`src/rtl/pll_lock_pkg.sv`:
```
package pll_lock_pkg;
   typedef enum logic {
      BW_ACQ = 1'b0,
      BW_TRK = 1'b1
   } bw_mode_e;

   function automatic int unsigned abs_diff(input int unsigned a, input int unsigned b);
      return (a > b) ? (a - b) : (b - a);
   endfunction
endpackage

```
`src/rtl/fb_edge_sync.sv`:
```
module fb_edge_sync #(
   parameter int SYNC_STAGES = 2
) (
   input  logic clk,
   input  logic rst_n,
   input  logic async_in,
   output logic rise_pulse
);
   if (SYNC_STAGES < 2) begin : g_bad_stages
      $error("fb_edge_sync: SYNC_STAGES must be at least 2");
   end

   logic [SYNC_STAGES-1:0] sync_q;
   logic                   last_q;

   for (genvar s = 0; s < SYNC_STAGES; s++) begin : g_stage
      always_ff @(posedge clk or negedge rst_n) begin
         if (!rst_n) begin
            sync_q[s] <= 1'b0;
         end else if (s == 0) begin
            sync_q[s] <= async_in;
         end else begin
            sync_q[s] <= sync_q[(s == 0) ? 0 : s-1];
         end
      end
   end

   always_ff @(posedge clk or negedge rst_n) begin
      if (!rst_n) last_q <= 1'b0;
      else        last_q <= sync_q[SYNC_STAGES-1];
   end

   assign rise_pulse = sync_q[SYNC_STAGES-1] & ~last_q;
endmodule

```
`src/rtl/freq_window.sv`:
```
module freq_window #(
   parameter int WIN_LEN = 32,
   localparam int TW = $clog2(WIN_LEN),
   localparam int CW = $clog2(WIN_LEN + 1) + 1
) (
   input  logic          clk,
   input  logic          rst_n,
   input  logic          edge_in,
   output logic          win_done,
   output logic [CW-1:0] win_count
);
   if (WIN_LEN < 4) begin : g_bad_win
      $error("freq_window: WIN_LEN must be at least 4");
   end

   logic [TW-1:0] tick_q;
   logic [CW-1:0] cnt_q;

   assign win_done  = (tick_q == TW'(WIN_LEN - 1));
   assign win_count = cnt_q + CW'(edge_in);

   always_ff @(posedge clk or negedge rst_n) begin
      if (!rst_n) begin
         tick_q <= '0;
         cnt_q  <= '0;
      end else if (win_done) begin
         tick_q <= '0;
         cnt_q  <= '0;
      end else begin
         tick_q <= tick_q + 1'b1;
         cnt_q  <= cnt_q + CW'(edge_in);
      end
   end

   assert_cnt_bound_R9: assert property (@(posedge clk) disable iff (!rst_n)
      cnt_q <= CW'(WIN_LEN));
endmodule

```
`src/rtl/bw_lock_fsm.sv`:
```
module bw_lock_fsm
   import pll_lock_pkg::*;
#(
   parameter int CW        = 7,
   parameter int EXP_CNT   = 8,
   parameter int LOCK_TOL  = 1,
   parameter int TRK_TOL   = 4,
   parameter int TRK_WINS  = 2,
   parameter int LOCK_WINS = 4,
   localparam int TSW = $clog2(TRK_WINS + 1),
   localparam int LSW = $clog2(LOCK_WINS + 1)
) (
   input  logic          clk,
   input  logic          rst_n,
   input  logic          auto_en,
   input  logic          man_trk,
   input  logic          win_done,
   input  logic [CW-1:0] win_count,
   output bw_mode_e      mode,
   output logic          locked
);
   if (LOCK_TOL > TRK_TOL) begin : g_bad_tol
      $error("bw_lock_fsm: LOCK_TOL must not exceed TRK_TOL");
   end
   if (TRK_WINS < 1 || LOCK_WINS < 1) begin : g_bad_wins
      $error("bw_lock_fsm: window run lengths must be at least 1");
   end

   bw_mode_e       mode_q, mode_d;
   logic           lock_d;
   logic [TSW-1:0] trk_run_q, trk_run_d;
   logic [LSW-1:0] lock_run_q, lock_run_d;
   int unsigned    err;
   logic           in_trk_band, in_lock_band;

   assign err          = abs_diff(int'(win_count), EXP_CNT);
   assign in_trk_band  = (err <= TRK_TOL);
   assign in_lock_band = (err <= LOCK_TOL);

   always_comb begin
      mode_d    = mode_q;
      trk_run_d = trk_run_q;
      if (!auto_en) begin
         mode_d    = man_trk ? BW_TRK : BW_ACQ;
         trk_run_d = '0;
      end else if (win_done) begin
         if (mode_q == BW_ACQ) begin
            if (!in_trk_band) begin
               trk_run_d = '0;
            end else if (trk_run_q == TSW'(TRK_WINS - 1)) begin
               mode_d    = BW_TRK;
               trk_run_d = '0;
            end else begin
               trk_run_d = trk_run_q + 1'b1;
            end
         end else begin
            trk_run_d = '0;
            if (!in_trk_band) mode_d = BW_ACQ;
         end
      end
   end

   always_comb begin
      lock_d     = locked;
      lock_run_d = lock_run_q;
      if (mode_d == BW_ACQ || mode_q == BW_ACQ) begin
         lock_d     = 1'b0;
         lock_run_d = '0;
      end else if (win_done) begin
         if (!in_lock_band) begin
            lock_d     = 1'b0;
            lock_run_d = '0;
         end else if (lock_run_q == LSW'(LOCK_WINS - 1) || locked) begin
            lock_d     = 1'b1;
            lock_run_d = LSW'(LOCK_WINS - 1);
         end else begin
            lock_run_d = lock_run_q + 1'b1;
         end
      end
   end

   always_ff @(posedge clk or negedge rst_n) begin
      if (!rst_n) begin
         mode_q     <= BW_ACQ;
         locked     <= 1'b0;
         trk_run_q  <= '0;
         lock_run_q <= '0;
      end else begin
         mode_q     <= mode_d;
         locked     <= lock_d;
         trk_run_q  <= trk_run_d;
         lock_run_q <= lock_run_d;
      end
   end

   assign mode = mode_q;

   assert_lock_needs_trk_R7: assert property (@(posedge clk) disable iff (!rst_n)
      locked |-> (mode == BW_TRK));
   assert_manual_mode_R3: assert property (@(posedge clk) disable iff (!rst_n)
      !auto_en |=> (mode == ($past(man_trk) ? BW_TRK : BW_ACQ)));
   assert_lock_at_window_R6: assert property (@(posedge clk) disable iff (!rst_n)
      (locked && !$past(locked)) |-> $past(win_done));
endmodule

```
`src/rtl/lock_irq_ctrl.sv`:
```
module lock_irq_ctrl (
   input  logic clk,
   input  logic rst_n,
   input  logic lock_in,
   input  logic irq_en,
   input  logic irq_ack,
   output logic irq_req
);
   logic lock_prev_q;
   logic change;

   assign change = lock_in ^ lock_prev_q;

   always_ff @(posedge clk or negedge rst_n) begin
      if (!rst_n) begin
         lock_prev_q <= 1'b0;
         irq_req     <= 1'b0;
      end else begin
         lock_prev_q <= lock_in;
         if (change && irq_en) irq_req <= 1'b1;
         else if (irq_ack)     irq_req <= 1'b0;
      end
   end

   assert_irq_hold_R8: assert property (@(posedge clk) disable iff (!rst_n)
      (irq_req && !irq_ack) |=> irq_req);
endmodule

```
`src/rtl/pll_lock_supervisor.sv`:
```
module pll_lock_supervisor
   import pll_lock_pkg::*;
#(
   parameter int WIN_LEN     = 32,
   parameter int EXP_CNT     = 8,
   parameter int LOCK_TOL    = 1,
   parameter int TRK_TOL     = 4,
   parameter int TRK_WINS    = 2,
   parameter int LOCK_WINS   = 4,
   parameter int SYNC_STAGES = 2,
   localparam int CW = $clog2(WIN_LEN + 1) + 1
) (
   input  logic ref_clk,
   input  logic rst_n,
   input  logic fb_clk,
   input  logic auto_bw_en,
   input  logic man_track_sel,
   input  logic lock_irq_en,
   input  logic lock_irq_ack,
   output logic filter_wide,
   output logic lock_flag,
   output logic mode_trk_stat,
   output logic lock_irq
);
   if (EXP_CNT < 1 || 2 * EXP_CNT > WIN_LEN) begin : g_bad_exp
      $error("pll_lock_supervisor: EXP_CNT must lie in 1..WIN_LEN/2");
   end

   logic          fb_rise;
   logic          win_done;
   logic [CW-1:0] win_count;
   bw_mode_e      mode;

   fb_edge_sync #(.SYNC_STAGES(SYNC_STAGES)) u_sync (
      .clk(ref_clk), .rst_n(rst_n), .async_in(fb_clk), .rise_pulse(fb_rise));

   freq_window #(.WIN_LEN(WIN_LEN)) u_win (
      .clk(ref_clk), .rst_n(rst_n), .edge_in(fb_rise),
      .win_done(win_done), .win_count(win_count));

   bw_lock_fsm #(
      .CW(CW), .EXP_CNT(EXP_CNT), .LOCK_TOL(LOCK_TOL), .TRK_TOL(TRK_TOL),
      .TRK_WINS(TRK_WINS), .LOCK_WINS(LOCK_WINS)
   ) u_fsm (
      .clk(ref_clk), .rst_n(rst_n), .auto_en(auto_bw_en), .man_trk(man_track_sel),
      .win_done(win_done), .win_count(win_count), .mode(mode), .locked(lock_flag));

   lock_irq_ctrl u_irq (
      .clk(ref_clk), .rst_n(rst_n), .lock_in(lock_flag), .irq_en(lock_irq_en),
      .irq_ack(lock_irq_ack), .irq_req(lock_irq));

   assign mode_trk_stat = (mode == BW_TRK);
   assign filter_wide   = (mode == BW_ACQ);

   assert_filter_inv_R2: assert property (@(posedge ref_clk) disable iff (!rst_n)
      filter_wide != mode_trk_stat);
endmodule

```
`config.mk`:
```
export PLATFORM = sky130hd
export DESIGN_NAME = pll_lock_supervisor
export DESIGN_NICKNAME = d
export VERILOG_FILES = /design/src/rtl/pll_lock_pkg.sv /design/src/rtl/fb_edge_sync.sv /design/src/rtl/freq_window.sv /design/src/rtl/bw_lock_fsm.sv /design/src/rtl/lock_irq_ctrl.sv /design/src/rtl/pll_lock_supervisor.sv
export SDC_FILE = /design/constraint.sdc
export NUM_CORES = 1
export LEC_CHECK = 0
export ABC_AREA = 1
export BUFFER_PORTS_ARGS = -buffer_cell sky130_fd_sc_hd__buf_2
export CAP_MARGIN = 30
export CORE_MARGIN = 4
export CORE_UTILIZATION = 60
export DETAILED_ROUTE_END_ITERATION = 8
export GPL_TIMING_DRIVEN = 0
export PLACE_DENSITY_LB_ADDON = 0.3
export SETUP_SLACK_MARGIN = 0.4
export SYNTH_ARGS = -nofsm -noshare
export SYNTH_HDL_FRONTEND = slang
export SYNTH_SLANG_ARGS = --single-unit
```
`constraint.sdc`:
```
create_clock -name ref_clk -period 7.1 [get_ports ref_clk]
set_clock_uncertainty 0.05 [all_clocks]
set_input_delay 0.71 -clock ref_clk [delete_from_list [all_inputs] [get_ports ref_clk]]
set_output_delay 0.71 -clock ref_clk [all_outputs]
set_load 0.005 [all_outputs]
```
Word level (Yosys, flattened, before mapping)
Cells that the tools add are included.

Latch bits: 0. Flip-flop bits (word level): 24. Memory bits (read-only): 0. Output and inout bits: 4. Memories: 0. RAM bits: 0.

Reductions and logical operators: 6. Eq/ne operators: 5. Mux-type cells: 25. Shifts and indexed selects: 0. $mul: 0. Add/sub/neg operators: 6. Bitwise operators: 5. Order comparisons: 3. Divide/modulo/power cells: 0.

Operator list (count): less-or-equal comparator 32 x 1 -> 1 bit (second input constant) (1); less-or-equal comparator 32 x 3 -> 1 bit (second input constant) (1); 2-to-1 mux 32 bit (1); 2-to-1 mux 1 bit (13); 2-to-1 mux 3 bit (4); 2-to-1 mux 2 bit (5); subtractor 4 x 7 -> 8 bit (first input constant) (1); subtractor 7 x 4 -> 8 bit (second input constant) (1); adder 7 x 1 -> 7 bit (1); greater-than comparator 7 x 4 -> 1 bit (second input constant) (1); 2-to-1 mux 7 bit (1); adder 5 x 1 -> 5 bit (second input constant) (1); equality test 5 bit (second input constant) (1); 2-to-1 mux 5 bit (1); nonzero test 2 bit (2); adder 3 x 1 -> 3 bit (second input constant) (1); equality test 3 x 2 -> 1 bit (second input constant) (1); != test 3 bit (second input constant) (1); NOT 1 bit (3); adder 2 x 1 -> 2 bit (second input constant) (1); equality test 2 x 1 -> 1 bit (second input constant) (1); logical OR 1 bit (2); != test 2 x 1 -> 1 bit (second input constant) (1); AND reduction 2 bit (1); 3 further kinds (3).

Depth between registers and ports, before layout
Depth after elaboration: 14. Gate-level depth with buffers: 20. Depth with buffers taken out: 20.

Cells and area by module
Synthesis repeated with hierarchy kept, for this count alone.

Cell total of the unflattened synthesis: 182. Area, all modules: 1430.1 um^2.

Modules (own cells, without submodules): bw_lock_fsm (cells an instance 99, sequential area each 175.2 um^2, instances 1, area each 671.9 um^2); freq_window (cells an instance 67, sequential area each 300.3 um^2, instances 1, area each 588.1 um^2); fb_edge_sync (cells an instance 5, sequential area each 75.1 um^2, instances 1, area each 85.1 um^2); lock_irq_ctrl (cells an instance 10, sequential area each 50.0 um^2, instances 1, area each 81.3 um^2); pll_lock_supervisor (cells an instance 1, sequential area each 0.0 um^2, instances 1, area each 3.8 um^2).

Worst setup path before layout
No wires, ideal clock.

Kind: reg-to-reg. Start: reg u_sync.last_q. End: reg u_fsm.locked. Buffers on the path: 0. Stages on the path, launching flop included: 16. Clock period less this slack: 2290 ps. Path slack: 4810 ps. Library setup time: 65 ps. Arrival: 2175 ps. Path through: dfrtp_1 -> nor2_1 -> ha_1 -> nand2_2 -> o21ai_0 -> nand2_2 -> ha_1 -> inv_1 -> nand2_1 -> o21ai_0 -> nand3_1 -> nor3_2 -> nand3_1 -> nor2_4 -> nand4_1 -> nand2_1.

Longest elaborated chain between the ends: 14.

RTL lines: start, declared (RTL line fb_edge_sync.sv:14) `logic last_q;`; start signal, assigned (RTL line fb_edge_sync.sv:30) `else last_q <= sync_q[SYNC_STAGES-1];`; NOT 1 bit * (RTL line fb_edge_sync.sv:33) `assign rise_pulse = sync_q[SYNC_STAGES-1] & ~last_q;`; AND 1 bit * (RTL line fb_edge_sync.sv:33); adder 7 x 1 -> 7 bit * (RTL line freq_window.sv:20) `assign win_count = cnt_q + CW'(edge_in);`; subtractor 4 x 7 -> 8 bit, or another cell as far along (RTL line pll_lock_pkg.sv:8) `return (a > b) ? (a - b) : (b - a);`; 2-to-1 mux 32 bit * (RTL line pll_lock_pkg.sv:8); less-or-equal comparator 32 x 3 -> 1 bit (RTL line bw_lock_fsm.sv:37) `assign in_trk_band = (err <= TRK_TOL);`; 2-to-1 mux 1 bit (on tied branches) (RTL line bw_lock_fsm.sv:48, bw_lock_fsm.sv:58); 2-to-1 mux 1 bit (RTL line bw_lock_fsm.sv:47) `if (mode_q == BW_ACQ) begin`; 2-to-1 mux 1 bit (RTL line bw_lock_fsm.sv:46) `end else if (win_done) begin`; 2-to-1 mux 1 bit (RTL line bw_lock_fsm.sv:43) `if (!auto_en) begin`; NOT 1 bit (RTL line bw_lock_fsm.sv:66) `if (mode_d == BW_ACQ || mode_q == BW_ACQ) begin`; logical OR 1 bit (RTL line bw_lock_fsm.sv:66); != test 3 bit (no source line) / nonzero test 2 bit (equally long branches); AND reduction 2 bit (no source line); end signal, assigned (RTL line bw_lock_fsm.sv:90) `locked <= lock_d;`; end, declared (RTL line bw_lock_fsm.sv:20) `output logic locked`.

Mark *: on every way between the ends. The rest lies on a longest branch, timed or not. The select of a mux whose other input is x is not followed. A chain may end at the register's enable or synchronous reset.

Worst setup path after layout
Start: reg u_sync.sync_q[1]. End: reg u_fsm.locked.

Longest elaborated chain between the ends: 13.

RTL lines: start, declared (RTL line fb_edge_sync.sv:13) `logic [SYNC_STAGES-1:0] sync_q;`; start signal, assigned by index (RTL line fb_edge_sync.sv:21) `sync_q[s] <= async_in;`; start signal, assigned by index (RTL line fb_edge_sync.sv:23) `sync_q[s] <= sync_q[(s == 0) ? 0 : s-1];`; AND 1 bit * (RTL line fb_edge_sync.sv:33); adder 7 x 1 -> 7 bit * (RTL line freq_window.sv:20); subtractor 4 x 7 -> 8 bit, or another cell as far along (RTL line pll_lock_pkg.sv:8); 2-to-1 mux 32 bit * (RTL line pll_lock_pkg.sv:8); less-or-equal comparator 32 x 3 -> 1 bit * (RTL line bw_lock_fsm.sv:37); 2-to-1 mux 1 bit (on tied branches) (RTL line bw_lock_fsm.sv:48, bw_lock_fsm.sv:58); 2-to-1 mux 1 bit * (RTL line bw_lock_fsm.sv:47); 2-to-1 mux 1 bit * (RTL line bw_lock_fsm.sv:46); 2-to-1 mux 1 bit * (RTL line bw_lock_fsm.sv:43); via u_fsm.mode_d (RTL line bw_lock_fsm.sv:29) `bw_mode_e mode_q, mode_d;`; NOT 1 bit * (RTL line bw_lock_fsm.sv:66); logical OR 1 bit * (RTL line bw_lock_fsm.sv:66); != test 3 bit (no source line) / nonzero test 2 bit (equally long branches); AND reduction 2 bit (no source line).

The timed path passes the listed nets; every way through them passes the cells marked *. The select of a mux whose other input is x is not followed.

==> impl_metrics.yaml <==
sta:
  drv_slew: 0
  hold_viol_final: 0
  holdWs_ns: 0.306
  relSlewSlack: 0.661
  fmax_ghz: 0.379
  period_share: 0.371
  rsz0062_at_grt: "false"
  worst_slew_pin_slew_ns: 0.509
  setup_tns_ns: 0
  period_needed_ns: 2.64
  setup_violations: 0
floorplan:
  start_util: 0.632
  rows: 17
  dieArea_um2: 3170
  coreArea_um2: 2210
  ios: 11
  die_w_um: 56.3
  die_h_um: 56.3
synth:
  ys_seq_area_frac: 0.430
  netlist_instances: 184
  synth_top_area_share: 0.430
  synth.most_common_cell: "nand2_1"
  yosys-top-cells-count: "47 x nand2_1, 31 x inv_1, 24 x dfrtp_1"
  async_flop_share: 1.00
  dominantRegCellSynth: "dfrtp_1"
  syn_area_um2: 1400
  synth-edff-count: 0
  synth_nets: 202
  synth_top_cell_by_area: "dfrtp_1"
  syn_area_per_cell_um2: 7.60
  ys_types: 19
  synth.ff_latch_count: 24
  synth_area_leaders: "dfrtp_1 43%, nand2_1 13%, ha_1 9.8%, inv_1 8.3%, nor2_1 6.2%"
  yosysWarnings: 0
setup_path:
  rrSetupSlack_ns: 4.46
  critPathLaunchType: "flop"
  crit_fanout: 6
  r2r-start: "u_sync.sync_q[1]$_DFF_PN0_"
  required_ns: 7.30
  end_kind: "flop"
  worst-setup-path-type: "flop to flop"
  reg2reg_to: "u_fsm.locked$_DFFE_PN0P_"
  worstPathArrival_ns: 2.83
  reg2reg_depth: 20
clock_tree:
  cts_setup_buffers: 0
  clkSlewWorstSetupHoldPaths_ns: 0.12
  cts_made_buffers: 3
  cts_resized: 0
  holdBufCountCts: 0
  clk_latency_ns: 0.30
  cts_buffer_depth: 2
  cts-root-buf: "clkbuf_4"
  cts_sinks: 24
  htreeDepth: 1
  tritoncts: "yes"
route:
  vias: 1140
  viasPerCell: 5.04
  route.met2.wl_um: 1300
  wl_met1_um: 1060
  wl_met3_um: 68
  first_pass_iters: 4
  drtIter0Drc: 46
  avgRoutedWirePerCell_um: 10.9
  drc: 0
  highest_layer: "met4"
  drtAntennaViolNets: 0
  wl_um: 2470
pwr:
  p_comb_frac: 0.452
  p_seq_frac: 0.385
  power_switching_mw: 0.169
  netSwitchingFraction: 0.402
  clkPwrFrac: 0.162
  intPower_mw: 0.252
  vdd_drop_max_mv: 0.138
  p_leak_nw: 0.871
  p_per_area_nw_per_um2: 277
placed_design:
  gp_congestion: 0.887
  portBuffers: 10
  dp_hpwl_um: 1950
global_route:
  grt-ovfl-total: 0
  grt_first_pass_wirelength_um: 4400
  grt_start_max_net_pins: 25
  grt_pass1_vias: 1112
  grt_antenna_before_repair: 0
  track_usage: 0.173
worst_hold_path:
  hold_class: "input pin to asynchronous set/reset pin"
outcome:
  status: "complete, no violations"
layout:
  syn_to_final_growth_pct: 8.68
  drive_gt1_frac: 0.141
  n_fill_cell: 185
  diodes: 0
  finish.utilization: 0.687
  final_nets: 217
job:
  cap_violations: 0
final cells by class:
class | count | area [µm²] | area share
flip-flops and latches | 24 | 601 | 0.395
repair buffers | 10 | 50.0 | 0.0329
multi-input cells | 128 | 677 | 0.446
clock buffers | 4 | 36.3 | 0.0239
plain buffers | 1 | 3.75 | 0.00247
inverters | 31 | 116 | 0.0766
well taps | 28 | 35.0 | 0.0231
metal layers:
layer,up-vias,track usage
li1,598,-
met1,520,0.201
met2,18,0.314
met3,4,0.0230
met4,0,0.0746
met5,-,0
logic make-up (layout without fill, tap and decap cells):
kind of cell / Yosys count / in the layout / share of synthesized area
compound gates: 12 / 12 / 0.0448
buf+inv: 32 / 46 / 0.0859
fa+ha+maj: 11 / 11 / 0.0985
simple gates: 105 / 105 / 0.341
flops: 24 / 24 / 0.430
critical path: stages (launching register included):
cell and delay [ns]:
dfrtp_1 0.36, inv_1 0.04, nor2_1 0.13, ha_1 0.22, nand2_1 0.12, inv_1 0.07, nand2_1 0.06, nand2_2 0.13
inv_1 0.11, ha_1 0.28, inv_1 0.08, nand2_1 0.05, o21ai_0 0.15, nand3_1 0.12, nor3_2 0.14, nand2_1 0.10
nand2_1 0.06, nand2_1 0.06, nand2_2 0.10, nand4_1 0.10, nand2_1 0.08
state kept, by name (all words and copies together), names as in the netlist:
| name | count |
|---|---|
| u_fsm.locked | 1 |
| u_win.cnt_q | 7 |
| u_fsm.lock_run_q | 3 |
| u_fsm.trk_run_q | 2 |
| u_irq.lock_prev_q | 1 |
| u_win.tick_q | 5 |
| u_sync.sync_q | 2 |
| u_irq.irq_req | 1 |
| u_sync.last_q | 1 |
| u_fsm.mode | 1 |
placed cells by master (no fill, tap or decap), drive strengths merged:
cell,count
or2,2
a21oi,4
dfrtp,24
nor2,26
ha,11
inv,31
nand3b,2
o211ai,1
nor3,1
o21ai,7
buf,10
and2,1
clkbuf,5
nand2,54
nand3,15
nand4,4
through the flow:
| stage | worst slack (ns) | std cells | instance area, µm² | power (mW) |
|---|---|---|---|---|
| after floorplan | 4.81 | 184 | 1400 | 0.316 |
| after global placement | 4.60 | 222 | 1480 | 0.343 |
| after detailed placement | 4.46 | 222 | 1480 | 0.355 |
| after CTS | 4.43 | 226 | 1520 | 0.426 |
| after global routing | 4.14 | 226 | 1520 | 0.457 |
| final | 4.46 | 226 | 1520 | 0.421 |
worst max-delay path by stage:
stage / startpoint / endpoint / slack (ns) / depth (start not counted)
detailed placement: u_sync.sync_q[1]$_DFF_PN0_ / u_fsm.locked$_DFFE_PN0P_ / 4.46 / 20
finish: u_sync.sync_q[1]$_DFF_PN0_ / u_fsm.locked$_DFFE_PN0P_ / 4.46 / 20
global placement: u_sync.last_q$_DFF_PN0_ / u_fsm.locked$_DFFE_PN0P_ / 4.60 / 17
global route: u_sync.sync_q[1]$_DFF_PN0_ / u_fsm.locked$_DFFE_PN0P_ / 4.14 / 20
CTS: u_sync.sync_q[1]$_DFF_PN0_ / u_fsm.locked$_DFFE_PN0P_ / 4.43 / 20
floorplan: u_sync.last_q$_DFF_PN0_ / u_fsm.locked$_DFFE_PN0P_ / 4.81 / 15
power groups by stage:
| stage | logic, mW | registers (mW) | clock network (mW) |
|---|---|---|---|
| 2_1_floorplan | 0.153 | 0.163 | 0 |
| 3_5_place_dp | 0.190 | 0.165 | 0 |
| 6_report | 0.191 | 0.162 | 0.0683 |
| 4_1_cts | 0.191 | 0.162 | 0.0722 |
| 3_3_place_gp | 0.179 | 0.164 | 0 |
| 5_1_grt | 0.215 | 0.166 | 0.0767 |
(Power assumes the default switching activity.)
